**config.mk**
```make
export PLATFORM = sky130hd
export DESIGN_NAME = zbus_seq
export DESIGN_NICKNAME = d
export VERILOG_FILES = /design/src/rtl/zbus_pkg.sv /design/src/rtl/zbus_cfg.sv /design/src/rtl/zbus_win.sv /design/src/rtl/zbus_lane.sv /design/src/rtl/zbus_fsm.sv /design/src/rtl/zbus_seq.sv
export SDC_FILE = /design/constraint.sdc
export NUM_CORES = 1
export LEC_CHECK = 0
export ABC_AREA = 1
export BUFFER_PORTS_ARGS = -buffer_cell sky130_fd_sc_hd__buf_2
export CORE_MARGIN = 2
export CORE_UTILIZATION = 44
export DETAILED_ROUTE_END_ITERATION = 16
export PLACE_DENSITY = 0.77
export SYNTH_ARGS = -nofsm -noshare
export SYNTH_HDL_FRONTEND = slang
export SYNTH_HIERARCHICAL = 1
export SYNTH_SLANG_ARGS = --single-unit
export TNS_END_PERCENT = 5
```
**constraint.sdc**
```tcl
create_clock -name clk -period 1.41 [get_ports clk]
set_clock_uncertainty 0.05 [all_clocks]
set_input_delay 0.0705 -clock clk [delete_from_list [all_inputs] [get_ports clk]]
set_output_delay 0.0705 -clock clk [all_outputs]
set_load 0.01 [all_outputs]
```
**src/rtl/zbus_pkg.sv**
```systemverilog
package zbus_pkg;
  localparam int DW     = 16;
  localparam int BYTE_W = 8;
  localparam int WAIT_W = 3;
  localparam int HOLD_W = 2;
  localparam int CNT_W  = WAIT_W;

  typedef enum logic [2:0] {
    ST_IDLE = 3'd0,
    ST_ADDR = 3'd1,
    ST_WAIT = 3'd2,
    ST_DATA = 3'd3,
    ST_LATE = 3'd4,
    ST_HOLD = 3'd5,
    ST_GAP  = 3'd6
  } zstate_t;

  typedef struct packed {
    logic              early_wr;
    logic              post_idle;
    logic              wide;
    logic [HOLD_W-1:0] hold_n;
    logic [WAIT_W-1:0] wait_n;
  } zcfg_t;
endpackage

```
**src/rtl/zbus_cfg.sv**
```systemverilog
module zbus_cfg
  import zbus_pkg::*;
(
  input  logic          clk,
  input  logic          rst,
  input  logic          wr,
  input  logic          sel,
  input  logic [DW-1:0] wdata,
  output logic [DW-1:0] rdata,
  output zcfg_t         cfg
);
  localparam int HOLD_LSB = WAIT_W;
  localparam int WIDE_BIT = 7;
  localparam int IDLE_BIT = 8;

  zcfg_t cfg_q;

  always_ff @(posedge clk) begin
    if (rst) begin
      cfg_q.early_wr  <= 1'b1;
      cfg_q.post_idle <= 1'b0;
      cfg_q.wide      <= 1'b1;
      cfg_q.hold_n    <= '1;
      cfg_q.wait_n    <= '1;
    end else if (wr) begin
      if (!sel) begin
        cfg_q.early_wr <= wdata[0];
      end else begin
        cfg_q.wait_n    <= wdata[WAIT_W-1:0];
        cfg_q.hold_n    <= wdata[HOLD_LSB+HOLD_W-1:HOLD_LSB];
        cfg_q.wide      <= wdata[WIDE_BIT];
        cfg_q.post_idle <= wdata[IDLE_BIT];
      end
    end
  end

  always_comb begin
    if (sel) rdata = {5'b0, 2'b11, cfg_q.post_idle, cfg_q.wide, 2'b00, cfg_q.hold_n, cfg_q.wait_n};
    else     rdata = {13'b0, 2'b11, cfg_q.early_wr};
  end

  assign cfg = cfg_q;

  assert_tim_keep_R2: assert property (@(posedge clk) disable iff (rst)
    (wr && !sel) |=> (cfg_q.early_wr == $past(wdata[0])));
  assert_zone_keep_R2: assert property (@(posedge clk) disable iff (rst)
    (wr && sel) |=> (cfg_q.wide == $past(wdata[WIDE_BIT])) && (cfg_q.post_idle == $past(wdata[IDLE_BIT])));
endmodule

```
**src/rtl/zbus_win.sv**
```systemverilog
module zbus_win #(
  parameter int          ADDR_W    = 24,
  parameter int          WIN_W     = 8,
  parameter logic [ADDR_W-1:0] ZONE_BASE = 24'hFFFB00
) (
  input  logic [ADDR_W-1:0] addr,
  output logic              hit,
  output logic [WIN_W-2:0]  word_off
);
  localparam int TAG_W = ADDR_W - WIN_W;
  localparam logic [TAG_W-1:0] TAG = ZONE_BASE[ADDR_W-1:WIN_W];

  assign hit      = (addr[ADDR_W-1:WIN_W] == TAG);
  assign word_off = addr[WIN_W-1:1];
endmodule

```
**src/rtl/zbus_lane.sv**
```systemverilog
module zbus_lane
  import zbus_pkg::*;
(
  input  logic          wide,
  input  logic          lane,
  input  logic [DW-1:0] wd_q,
  input  logic [DW-1:0] rd_q,
  input  logic [DW-1:0] z_rdata,
  output logic [DW-1:0] z_wdata,
  output logic [DW-1:0] rd_next
);
  localparam int HI = DW - 1;
  localparam int LO = BYTE_W - 1;

  always_comb begin
    if (wide) begin
      z_wdata = wd_q;
      rd_next = z_rdata;
    end else if (lane) begin
      z_wdata = {{BYTE_W{1'b0}}, wd_q[HI:BYTE_W]};
      rd_next = {z_rdata[LO:0], rd_q[LO:0]};
    end else begin
      z_wdata = {{BYTE_W{1'b0}}, wd_q[LO:0]};
      rd_next = {rd_q[HI:BYTE_W], z_rdata[LO:0]};
    end
  end
endmodule

```
**src/rtl/zbus_fsm.sv**
```systemverilog
module zbus_fsm
  import zbus_pkg::*;
#(
  parameter int WIN_W = 8
) (
  input  logic             clk,
  input  logic             rst,
  input  zcfg_t            cfg,
  input  logic             m_req,
  input  logic             hit,
  input  logic [WIN_W-2:0] word_off,
  input  logic             m_we,
  input  logic [1:0]       m_be,
  input  logic [DW-1:0]    m_wdata,
  input  logic [DW-1:0]    rd_next,
  output logic             lane,
  output logic [DW-1:0]    wd_q,
  output logic [DW-1:0]    rd_q,
  output logic [WIN_W-1:0] z_addr,
  output logic [1:0]       z_be,
  output logic             z_rd,
  output logic             z_wr,
  output logic             m_rdy,
  output logic [DW-1:0]    m_rdata,
  output logic             busy
);
  zstate_t          st_q, st_d;
  logic [CNT_W-1:0] cnt_q, cnt_d;
  logic [WIN_W-2:0] off_q;
  logic             we_q, split_q, lane_q, lane_d;
  logic [1:0]       be_q;
  logic             start, data_end, byte_end, last_byte, is_late;
  logic [CNT_W-1:0] hold_ext;

  assign hold_ext  = {{(CNT_W-HOLD_W){1'b0}}, cfg.hold_n};
  assign is_late   = we_q && !cfg.early_wr;
  assign last_byte = !(split_q && !lane_q);

  always_comb begin
    st_d     = st_q;
    cnt_d    = cnt_q;
    lane_d   = lane_q;
    start    = 1'b0;
    data_end = 1'b0;
    byte_end = 1'b0;
    case (st_q)
      ST_IDLE, ST_GAP: begin
        if (m_req && hit) begin
          start = 1'b1;
          st_d  = ST_ADDR;
        end else begin
          st_d  = ST_IDLE;
        end
      end
      ST_ADDR: begin
        if (cfg.wait_n != '0) begin
          st_d  = ST_WAIT;
          cnt_d = CNT_W'(1);
        end else begin
          st_d  = ST_DATA;
        end
      end
      ST_WAIT: begin
        if (cnt_q >= cfg.wait_n) st_d = ST_DATA;
        else cnt_d = cnt_q + CNT_W'(1);
      end
      ST_DATA: begin
        if (is_late) st_d = ST_LATE;
        else data_end = 1'b1;
      end
      ST_LATE: data_end = 1'b1;
      ST_HOLD: begin
        if (cnt_q >= hold_ext) byte_end = 1'b1;
        else cnt_d = cnt_q + CNT_W'(1);
      end
      default: st_d = ST_IDLE;
    endcase
    if (data_end) begin
      if (cfg.hold_n != '0) begin
        st_d  = ST_HOLD;
        cnt_d = CNT_W'(1);
      end else begin
        byte_end = 1'b1;
      end
    end
    if (byte_end) begin
      if (!last_byte) begin
        st_d   = ST_ADDR;
        lane_d = 1'b1;
      end else begin
        st_d   = cfg.post_idle ? ST_GAP : ST_IDLE;
      end
    end
  end

  always_ff @(posedge clk) begin
    if (rst) begin
      st_q    <= ST_IDLE;
      cnt_q   <= '0;
      off_q   <= '0;
      we_q    <= 1'b0;
      be_q    <= 2'b00;
      wd_q    <= '0;
      split_q <= 1'b0;
      lane_q  <= 1'b0;
      rd_q    <= '0;
    end else begin
      st_q  <= st_d;
      cnt_q <= cnt_d;
      if (start) begin
        off_q   <= word_off;
        we_q    <= m_we;
        be_q    <= m_be;
        wd_q    <= m_wdata;
        split_q <= !cfg.wide && (m_be == 2'b11);
        lane_q  <= !cfg.wide && (m_be == 2'b10);
      end else begin
        lane_q  <= lane_d;
      end
      if (st_q == ST_DATA && !we_q) rd_q <= rd_next;
    end
  end

  assign lane    = lane_q;
  assign m_rdy   = byte_end && last_byte;
  assign m_rdata = (st_q == ST_DATA) ? rd_next : rd_q;
  assign busy    = (st_q != ST_IDLE);
  assign z_addr  = cfg.wide ? {off_q, 1'b0} : {off_q, lane_q};
  assign z_be    = cfg.wide ? be_q : 2'b01;
  assign z_rd    = !we_q && (st_q == ST_ADDR || st_q == ST_WAIT || st_q == ST_DATA);
  assign z_wr    = we_q && (cfg.early_wr ? (st_q == ST_ADDR || st_q == ST_WAIT || st_q == ST_DATA)
                                         : (st_q == ST_WAIT || st_q == ST_DATA || st_q == ST_LATE));

  assert_rdy_pulse_R5: assert property (@(posedge clk) disable iff (rst)
    m_rdy |=> !m_rdy);
  assert_strobe_excl_R11: assert property (@(posedge clk) disable iff (rst)
    !(z_rd && z_wr));
  assert_miss_ignored_R9: assert property (@(posedge clk) disable iff (rst)
    (st_q == ST_IDLE && m_req && !hit) |=> (st_q == ST_IDLE));
  assert_gap_after_rdy_R10: assert property (@(posedge clk) disable iff (rst)
    (st_q == ST_GAP) |-> $past(m_rdy));
  assert_split_second_R6: assert property (@(posedge clk) disable iff (rst)
    (st_q == ST_ADDR && $past(st_q) != ST_IDLE && $past(st_q) != ST_GAP) |-> lane_q);
  assert_late_first_low_R11: assert property (@(posedge clk) disable iff (rst)
    (st_q == ST_ADDR && is_late) |-> !z_wr);
endmodule

```
**src/rtl/zbus_seq.sv**
```systemverilog
module zbus_seq
  import zbus_pkg::*;
#(
  parameter int          ADDR_W    = 24,
  parameter int          WIN_W     = 8,
  parameter logic [ADDR_W-1:0] ZONE_BASE = 24'hFFFB00
) (
  input  logic              clk,
  input  logic              rst,
  input  logic              cfg_wr,
  input  logic              cfg_sel,
  input  logic [15:0]       cfg_wdata,
  output logic [15:0]       cfg_rdata,
  input  logic              m_req,
  input  logic [ADDR_W-1:0] m_addr,
  input  logic              m_we,
  input  logic [1:0]        m_be,
  input  logic [15:0]       m_wdata,
  output logic [15:0]       m_rdata,
  output logic              m_rdy,
  output logic              zone_busy,
  output logic [WIN_W-1:0]  z_addr,
  output logic [1:0]        z_be,
  output logic [15:0]       z_wdata,
  input  logic [15:0]       z_rdata,
  output logic              z_rd,
  output logic              z_wr
);
  zcfg_t            cfg;
  logic             hit, lane;
  logic [WIN_W-2:0] word_off;
  logic [DW-1:0]    wd_q, rd_q, rd_next;

  zbus_cfg u_cfg (
    .clk(clk), .rst(rst), .wr(cfg_wr), .sel(cfg_sel),
    .wdata(cfg_wdata), .rdata(cfg_rdata), .cfg(cfg)
  );

  zbus_win #(.ADDR_W(ADDR_W), .WIN_W(WIN_W), .ZONE_BASE(ZONE_BASE)) u_win (
    .addr(m_addr), .hit(hit), .word_off(word_off)
  );

  zbus_lane u_lane (
    .wide(cfg.wide), .lane(lane), .wd_q(wd_q), .rd_q(rd_q),
    .z_rdata(z_rdata), .z_wdata(z_wdata), .rd_next(rd_next)
  );

  zbus_fsm #(.WIN_W(WIN_W)) u_fsm (
    .clk(clk), .rst(rst), .cfg(cfg), .m_req(m_req), .hit(hit),
    .word_off(word_off), .m_we(m_we), .m_be(m_be), .m_wdata(m_wdata),
    .rd_next(rd_next), .lane(lane), .wd_q(wd_q), .rd_q(rd_q),
    .z_addr(z_addr), .z_be(z_be), .z_rd(z_rd), .z_wr(z_wr),
    .m_rdy(m_rdy), .m_rdata(m_rdata), .busy(zone_busy)
  );
endmodule

```
## Word-level counts from Yosys, hierarchy flattened

Cells that the tools add are included.
Widths: inputs -> output; s select.

- Logic and storage cells: 92
- Register bits: 58
- Bits of input ports: 80

- Muxes and demuxes: 36
- Bitwise logic cells: 1
- $lt $le $gt $ge: 2
- Eq/ne operators: 9
- Reduce and logical (&&, ||, !) cells: 29
- $add $sub $neg: 1

Operators by type and width:

| cell | count |
|---|---|
| $mux 16 | 4 |
| $mux 3 | 12 |
| $eq 16x16->1 const B | 1 |
| $pmux 3 s5 | 1 |
| $mux 1 | 14 |
| $mux 11 | 1 |
| $eq 3x3->1 const B | 3 |
| $logic_and 1x1->1 | 9 |
| $pmux 3 s3 | 1 |
| $mux 8 | 1 |
| $eq 3x2->1 const B | 2 |
| $reduce_and 2->1 | 3 |
| $reduce_bool 2->1 | 3 |
| $reduce_bool 3->1 | 2 |
| $logic_not 1->1 | 5 |
| $eq 2x2->1 const B | 2 |
| $logic_or 1x1->1 | 4 |
| $reduce_or 2->1 | 2 |
| $add 3x1->3 const B | 1 |
| $eq 3x1->1 const B | 1 |
| $ge 3x2->1 | 1 |
| $ge 3x3->1 | 1 |
| $logic_not 3->1 | 1 |
| $mux 2 | 1 |
| other kinds (2) | 2 |

## Logic depth before layout (Yosys ltp)

Gate-level depths: netlist of run 1.

- Word-level depth: 7
- Mapped depth: 12
- Mapped depth without buffers: 12

## Modules after synthesis

The synthesis of run 1 kept the hierarchy.

By module, submodules not included:

| module | instances | cells each | area each (um^2) |
|---|---|---|---|
| zbus_fsm | 1 | 351 | 2,379.8 |
| zbus_lane | 1 | 131 | 625.6 |
| zbus_cfg | 1 | 63 | 432.9 |
| zbus_win | 1 | 23 | 112.6 |

## Worst setup path after synthesis of run 1

OpenSTA, ideal clock, no wires.

- Path type: register to register
- Start: register u_cfg.cfg_q, in the netlist u_cfg/cfg[2]
- End: register u_fsm.cnt_q[2]
- Required time: 1,251 ps
- Period minus slack after synthesis: 1,357 ps
- Arrival: 1,198 ps
- Path slack: 53 ps
- Cell stages (with the launch flop): 11
- Setup time: 109 ps
- Path through: dfxtp_1 > inv_1 > ha_1 > a21oi_1 > nand2_1 > nand2_1 > nand2_1 > nand2_1 > nand3_1 > nand2_1 > inv_1

- Longest elaborated chain between the ends: 5
- Elaborated cells between the ends (all ways): 7

Ends and longest elaborated chain:

| element | line | RTL |
|---|---|---|
| from (decl) | zbus_cfg.sv:16 | `zcfg_t cfg_q;` |
| $ge 3x3->1 / $reduce_bool 3->1 (equally long branches) | zbus_fsm.sv:64, zbus_fsm.sv:56 |  |
| $mux 3 (on tied branches) | zbus_fsm.sv:64, zbus_fsm.sv:56 |  |
| $pmux 3 s3 * | zbus_fsm.sv:46 | `case (st_q)` |
| $mux 3 | zbus_fsm.sv:79 | `if (cfg.hold_n != '0) begin` |
| $mux 3 * | zbus_fsm.sv:78 | `if (data_end) begin` |
| to (signal assigned) | zbus_fsm.sv:109 | `cnt_q <= cnt_d;` |
| to (decl) | zbus_fsm.sv:28 | `logic [CNT_W-1:0] cnt_q, cnt_d;` |

Every way passes the cells marked *; elsewhere a longest branch is shown, timed or not.
A chain may end at the register's enable or synchronous reset.

## Final worst setup path of run 1

- Start: register u_fsm.lane_q, in the netlist u_fsm/lane
- End: output port m_rdata[7]

- Longest elaborated chain between the ends: 3

Ends and longest elaborated chain:

| element | line | RTL |
|---|---|---|
| from (decl) | zbus_fsm.sv:30 | `logic we_q, split_q, lane_q, lane_d;` |
| from (signal assigned) | zbus_fsm.sv:116 | `lane_q <= !cfg.wide && (m_be == 2'b10);` |
| from (signal assigned) | zbus_fsm.sv:118 | `lane_q <= lane_d;` |
| $mux 16 | zbus_lane.sv:19 | `end else if (lane) begin` |
| $mux 16 | zbus_lane.sv:16 | `if (wide) begin` |
| via rd_next[7] | zbus_seq.sv:32 | `logic [DW-1:0] wd_q, rd_q, rd_next;` |
| $mux 16 | zbus_fsm.sv:126 | `assign m_rdata = (st_q == ST_DATA) ? rd_next : rd_q;` |
| to (decl) | zbus_seq.sv:19 | `output logic [15:0] m_rdata,` |

The timed path passes the listed nets, and every way through them passes these cells.

==> flow_summary.yaml, run 1 <==
synth:
  yosys.area_share.adder_pct: 2.11
  syn_area_um2: 3550
  yosys-top-cells-area: "dfxtp_1, nand2_1, nor2_1"
  ys_seq_elements: 58
  yosys.area_share.xor_xnor_pct: 0.247
  netlist_instances: 568
  synth.avg_cell_area_um2: 6.25
  ys_seq_area_share_pct: 32.7
  synth_top_family_by_area: "simple AND/OR/NAND/NOR gates"
  synth_area_leader_cell: "dfxtp_1"
  yosys_warnings: 6
  synth_compound_area_share_pct: 11.8
  synth_top_cell_area_share_pct: 32.7
  synthMuxAreaShare_pct: 0
  post_synth_num_cell_types: 29
  synth_simple_gate_area_share_pct: 36.0
setup_path:
  r2r-start: "u_fsm/cnt_q[0]"
  slowest_stage: "dfxtp_2"
  cp_top_family: "buffers and inverters"
  cp-start-kind: "register"
  required_ns: 1.29
  path_buf_inv: 3
  reg2reg_depth: 11
  crit_path_end_kind: "output pin"
  timing.rr.end: "u_fsm/cnt_q[0]"
  startpoint: "u_fsm/lane"
  path_cells: "buf_4, buf_4, nand3_1, nand2_1, nand2_1, o21ai_1, buf_2"
  crit_arrival_ns: 1.55
  crit_type: "reg -> out"
  r2r_setup_slack_ns: -0.20
  critPathMaxStageDelay_ns: 0.35
  path_max_fanout: 12
outcome:
  violations: "setup timing"
  outcome: "finished with violations"
power_and_ir_drop:
  ir_drop_mv: 0.552
  power_density_nw_per_um2: 708
  fin_total_pwr_w: 0.00363
  power_leakage_nw: 2.82
sta:
  fmax_mhz: 599
  rsz0062_at_grt: "true"
  hold_viol: 0
  maxSlewViolCount: 0
  fin_ws_ns: -0.261
  period_share_pct: 118
  period_needed_ns: 1.67
  whs_ns: 0.00719
  setup_viol: 67
flow_run:
  cap_violations: 0
final_layout:
  fillers: 655
  synthToLayoutAreaGrowth_pct: 44.5
  layout-drive-gt1-share_pct: 33.5
  final_nets: 836
  finalNonFillerCells: 858
clock_tree:
  htree_levels: 3
  path_clk_slew_ns: 0.06
  clock_sinks: 58
  cts_root_buffer: "clkbuf_8"
  clockBufferDepth: 2
  cts_buffers: 9
  cts_tree: "yes"
  insertion_delay_ns: 0.33
die:
  rows: 32
  die-area_um2: 8810
  die_width_um: 93.8
  core_region_area_um2: 7770
  die_y_um: 93.8
  io-pin-count: 142
  start_util_pct: 45.7
route:
  drtIter0Drc: 185
  dr.pass1.iters: 4
  antenna_left: 0
  drcViolationCount: 0
  vias_per_cell: 4.92
  via_count: 4224
  wirelength_mm: 10.9
  wl_per_cell_um: 12.7
hold_path:
  worstHoldPathCells: 3
  hold-path-endpoint: "u_fsm/we_q"
  hold_class: "in -> reg"
  hp-start: "m_we"
global_routing:
  grt_pass1_wl_mm: 17.6
  antenna_found_initial: 0
  grt_pass1_vias: 4020
  grt_max_degree: 43
  grt_overflow_total: 0
  grt_use_total_pct: 24.8
place:
  place.gp.congestion: 0.867
  hpwlAfterDp_mm: 6.93
  io_buffers: 124
  numPlacedInstances: 788
-- cells in the final DEF (no fill, tap or decap), drive strengths merged --
master	n
a21oi	21
ha	6
nand2	172
bufinv	1
or2	3
clkinvlp	1
buf	172
nand4	3
dlygate4sd3	33
inv	73
conb	7
nor3	1
dfxtp	58
o21ai	61
nor2	77
a31oi	1
nand3	50
diode	1
clkbuf	11
xor2	1
clkinv	3
-- worst min-delay path, cell delays in order --
cell	delay, ns
buf_2	0.09
o21ai_0	0.08
a21oi_1	0.10
-- worst max-delay path by stage --
stage	cells past startpoint	slack, ns	endpoint
after floorplan	10	0.05	u_fsm/cnt_q[2]
after global placement	11	-0.07	m_rdy
after detailed placement	7	-0.12	u_fsm/we_q
after CTS	11	-0.24	m_rdy
after global routing	9	-0.33	m_rdy
final	7	-0.26	m_rdata[7]
-- synth_stat cells, drive strengths merged --
cell and n:
inv 73, clkbuf 5, nand3 50, nand4 3, dfxtp 58, a31oi 1, o21ai 61, ha 6
nor3 1, buf 36, or2 3, nand2 171, xor2 1, conb 1, nor2 77, a21oi 21
-- per-stage QoR --
stage          util (%)  area (um^2)  setup TNS (ns)  setup WS (ns)
2_1_floorplan         -         3570               0         0.0535
3_3_place_gp       54.8         4260          -0.252        -0.0670
3_5_place_dp       54.8         4260           -1.43         -0.124
4_1_cts            64.7         5030           -5.74         -0.242
5_1_grt            66.0         5130          -13.90         -0.331
6_report           66.1         5130           -6.24         -0.261
-- layout make-up --
cell class              count  area [um^2]  share of cell area (%)
clock buffers              11          131                    2.56
inverters                  73          285                    5.56
flip-flops and latches     58         1180                    23.0
repair buffers            205         1430                    27.8
diodes                      1         2.50                  0.0488
multi-input cells         403         1920                    37.5
clock inverters             5         53.8                    1.05
well taps                 102          128                    2.49
-- registers in the layout, summed over array words and instances (netlist names), 2 cells and up --
signal / flops
u_cfg/cfg: 8
u_fsm/be_q: 2
u_fsm/cnt_q: 3
u_fsm/off_q: 7
u_fsm/rd_q: 16
u_fsm/st_q: 3
u_fsm/wd_q: 16
-- cells by family after synthesis --
logic type,after synthesis
AO/OA/AOI/OAI,83
XOR/XNOR,1
adder cells (fa/ha/maj),6
buffers and inverters,114
flip-flops,58
other,1
AND/OR/NAND/NOR,305
-- power by group --
| group | total, W | internal (W) | switching [W] | leakage [nW] |
|---|---|---|---|---|
| clock network | 0.00149 | 0.000814 | 0.000674 | 0.0975 |
| logic | 0.000477 | 0.000238 | 0.000239 | 2.25 |
| registers | 0.00167 | 0.00165 | 0.0000158 | 0.471 |
-- routing by layer --
metal	up-vias	global-route usage [%]	share of wire, %	wire, um
li1	2113	-	-	-
met4	0	11.5	2.4	265
met2	173	43.3	49	5390
met5	-	0	0	0
met1	1910	29.5	42	4530
met3	28	4.49	6.5	713
-- timing repair --
item,CTS,global route
gates cloned,2,0
hold buffers,33,0
hold endpoints to repair,35,0
pin swaps,10,8
setup buffers,15,5
setup endpoints to repair,68,83
gates resized for setup,57,29
Power figures use the tool's default switching activity.
==> inputs of run 2 (changes only) <==
SETUP_SLACK_MARGIN = 0.3   (was not set)
==> run 2 against run 1 <==
  * The flow still finishes with violations (setup timing)
  * Design area decreased by 1.7%
  * Setup slack got worse by 0.026 ns
  * Power grew 12%
  * Largest cell class unchanged
  * Largest power group is now the clock network
==> flow_summary.yaml, run 2 (synthesized netlist as in run 1, its figures left out) <==
global_routing:
  grtUsageMet3_pct: 4.65
  grt_pass1_vias: 3800
  grt_pass1_wl_mm: 16.8
  gr-usage-met1_pct: 29.0
  grt_overflow_total: 0
  grt_max_degree: 33
  grt-busiest-layer: "met2"
  antenna_found_initial: 0
  grt_use_total_pct: 23.6
  use_met2_pct: 40.8
power_and_ir_drop:
  power_leakage_nw: 2.72
  p_comb_share_pct: 11.5
  ir_drop_mv: 0.647
  fin_total_pwr_w: 0.00408
  swShare_pct: 24.5
  p_int_w: 0.00308
  power_density_nw_per_um2: 809
  clkPwrFrac_pct: 47.6
  power.switching_w: 0.00100
  seqPwrFrac_pct: 40.9
die:
  io-pin-count: 142
  start_util_pct: 45.7
  die-area_um2: 8810
  core_region_area_um2: 7770
  die_y_um: 93.8
  die_width_um: 93.8
  rows: 32
route:
  drcViolationCount: 0
  wl_per_cell_um: 12.4
  drtIter0Drc: 180
  dr.pass1.iters: 5
  antenna_left: 0
  via_count: 4139
  wirelength_mm: 10.4
  vias_per_cell: 4.94
flow_run:
  cap_violations: 0
setup_path:
  cp_common_cell: "nand2_2"
  slowest_stage: "dfxtp_2"
  crit_arrival_ns: 1.58
  crit_type: "reg -> out"
  critPathMaxStageDelay_ns: 0.36
  path_max_fanout: 3
  required_ns: 1.29
  cp-start-kind: "register"
  crit_path_end_kind: "output pin"
  path_cells: "inv_4, ha_4, inv_2, nand2_2, nand2_2, nand2_2, nand2_2, nand2_2, nand2_2, inv_2, buf_6"
place:
  place.gp.congestion: 0.861
  post-place-ws_ns: -0.0902
  hpwlAfterDp_mm: 6.85
  io_buffers: 124
clock_tree:
  htree_levels: 3
  clockBufferDepth: 2
  insertion_delay_ns: 0.34
  cts_tree: "yes"
  cts_buffers: 9
  cts_root_buffer: "clkbuf_8"
  clock_sinks: 58
  path_clk_slew_ns: 0.07
final_layout:
  utilization_pct: 65.0
  antennaDiodeCount: 0
  synthToLayoutAreaGrowth_pct: 42.1
  layout-drive-gt1-share_pct: 31.9
  final_nets: 817
  final_cell_mix: "nand2_1, buf_2, nor2_1, inv_1, nand3_1"
  mostFrequentLayoutCell: "nand2_1"
outcome:
  outcome: "finished with violations"
  violations: "setup timing"
sta:
  hold_viol: 0
  rsz0062_at_grt: "true"
  whs_ns: 0.0387
  finalSetupTns_ns: -4.40
  period_needed_ns: 1.70
  fin_ws_ns: -0.287
  fmax_mhz: 589
  setup_viol: 29
  maxSlewViolCount: 0
  period_share_pct: 120
hold_path:
  hold_class: "in -> reg"
run 2: metal layers:
layer / part of all wire, % / vias up / wire length [um]
met5: 0 / - / 0
met4: 1.6 / 0 / 164
met3: 7.3 / 14 / 752
met2: 49 / 187 / 5090
met1: 42 / 1857 / 4350
li1: - / 2081 / -
run 2: repair_timing:
action	in CTS	in global routing
setup buffers	5	2
endpoints found under the hold margin	36	0
hold buffers	34	0
endpoints found under the setup margin	95	96
pin swaps	14	7
resized for setup	35	26
run 2: worst paths after layout:
path             startpoint             end  slack (ns)  depth (start not counted)
min reg2reg   u_fsm/rd_q[0]   u_fsm/rd_q[0]        0.42                          2
min                  cfg_wr    u_cfg/cfg[2]        0.04                          3
max          u_fsm/cnt_q[0]           m_rdy       -0.29                         11
max reg2reg  u_fsm/cnt_q[0]  u_fsm/cnt_q[0]       -0.19                         13
run 2: power by group through the flow:
stage	clock network [W]	registers (W)	logic, W
after floorplan	0	0.00171	0.000219
after global placement	0	0.00171	0.000355
after detailed placement	0	0.00171	0.000362
after CTS	0.00195	0.00167	0.000455
after global routing	0.00205	0.00167	0.000517
final	0.00194	0.00167	0.000469
run 2: layout make-up:
cell class              instances  area (um^2)
fillers                       699         2720
multi-input cells             402         1900
repair buffers                187         1280
flip-flops and latches         58         1190
inverters                      73          294
well taps                     102          128
clock inverters                 7          125
clock buffers                   9          124
run 2: stage by stage:
stage | instance area, um^2 | std cells
after floorplan | 3630 | 574
after global placement | 4270 | 781
after detailed placement | 4270 | 781
after CTS | 4990 | 836
after global routing | 5050 | 838
final | 5050 | 838
run 2: critical path, delay by kind of cell, from the launching register on:
kind / cells / cell delay [ns]
AND/OR/NAND/NOR: 6 / 0.42
adder cells (fa/ha/maj): 1 / 0.23
buffers and inverters: 4 / 0.24
flip-flops: 1 / 0.36
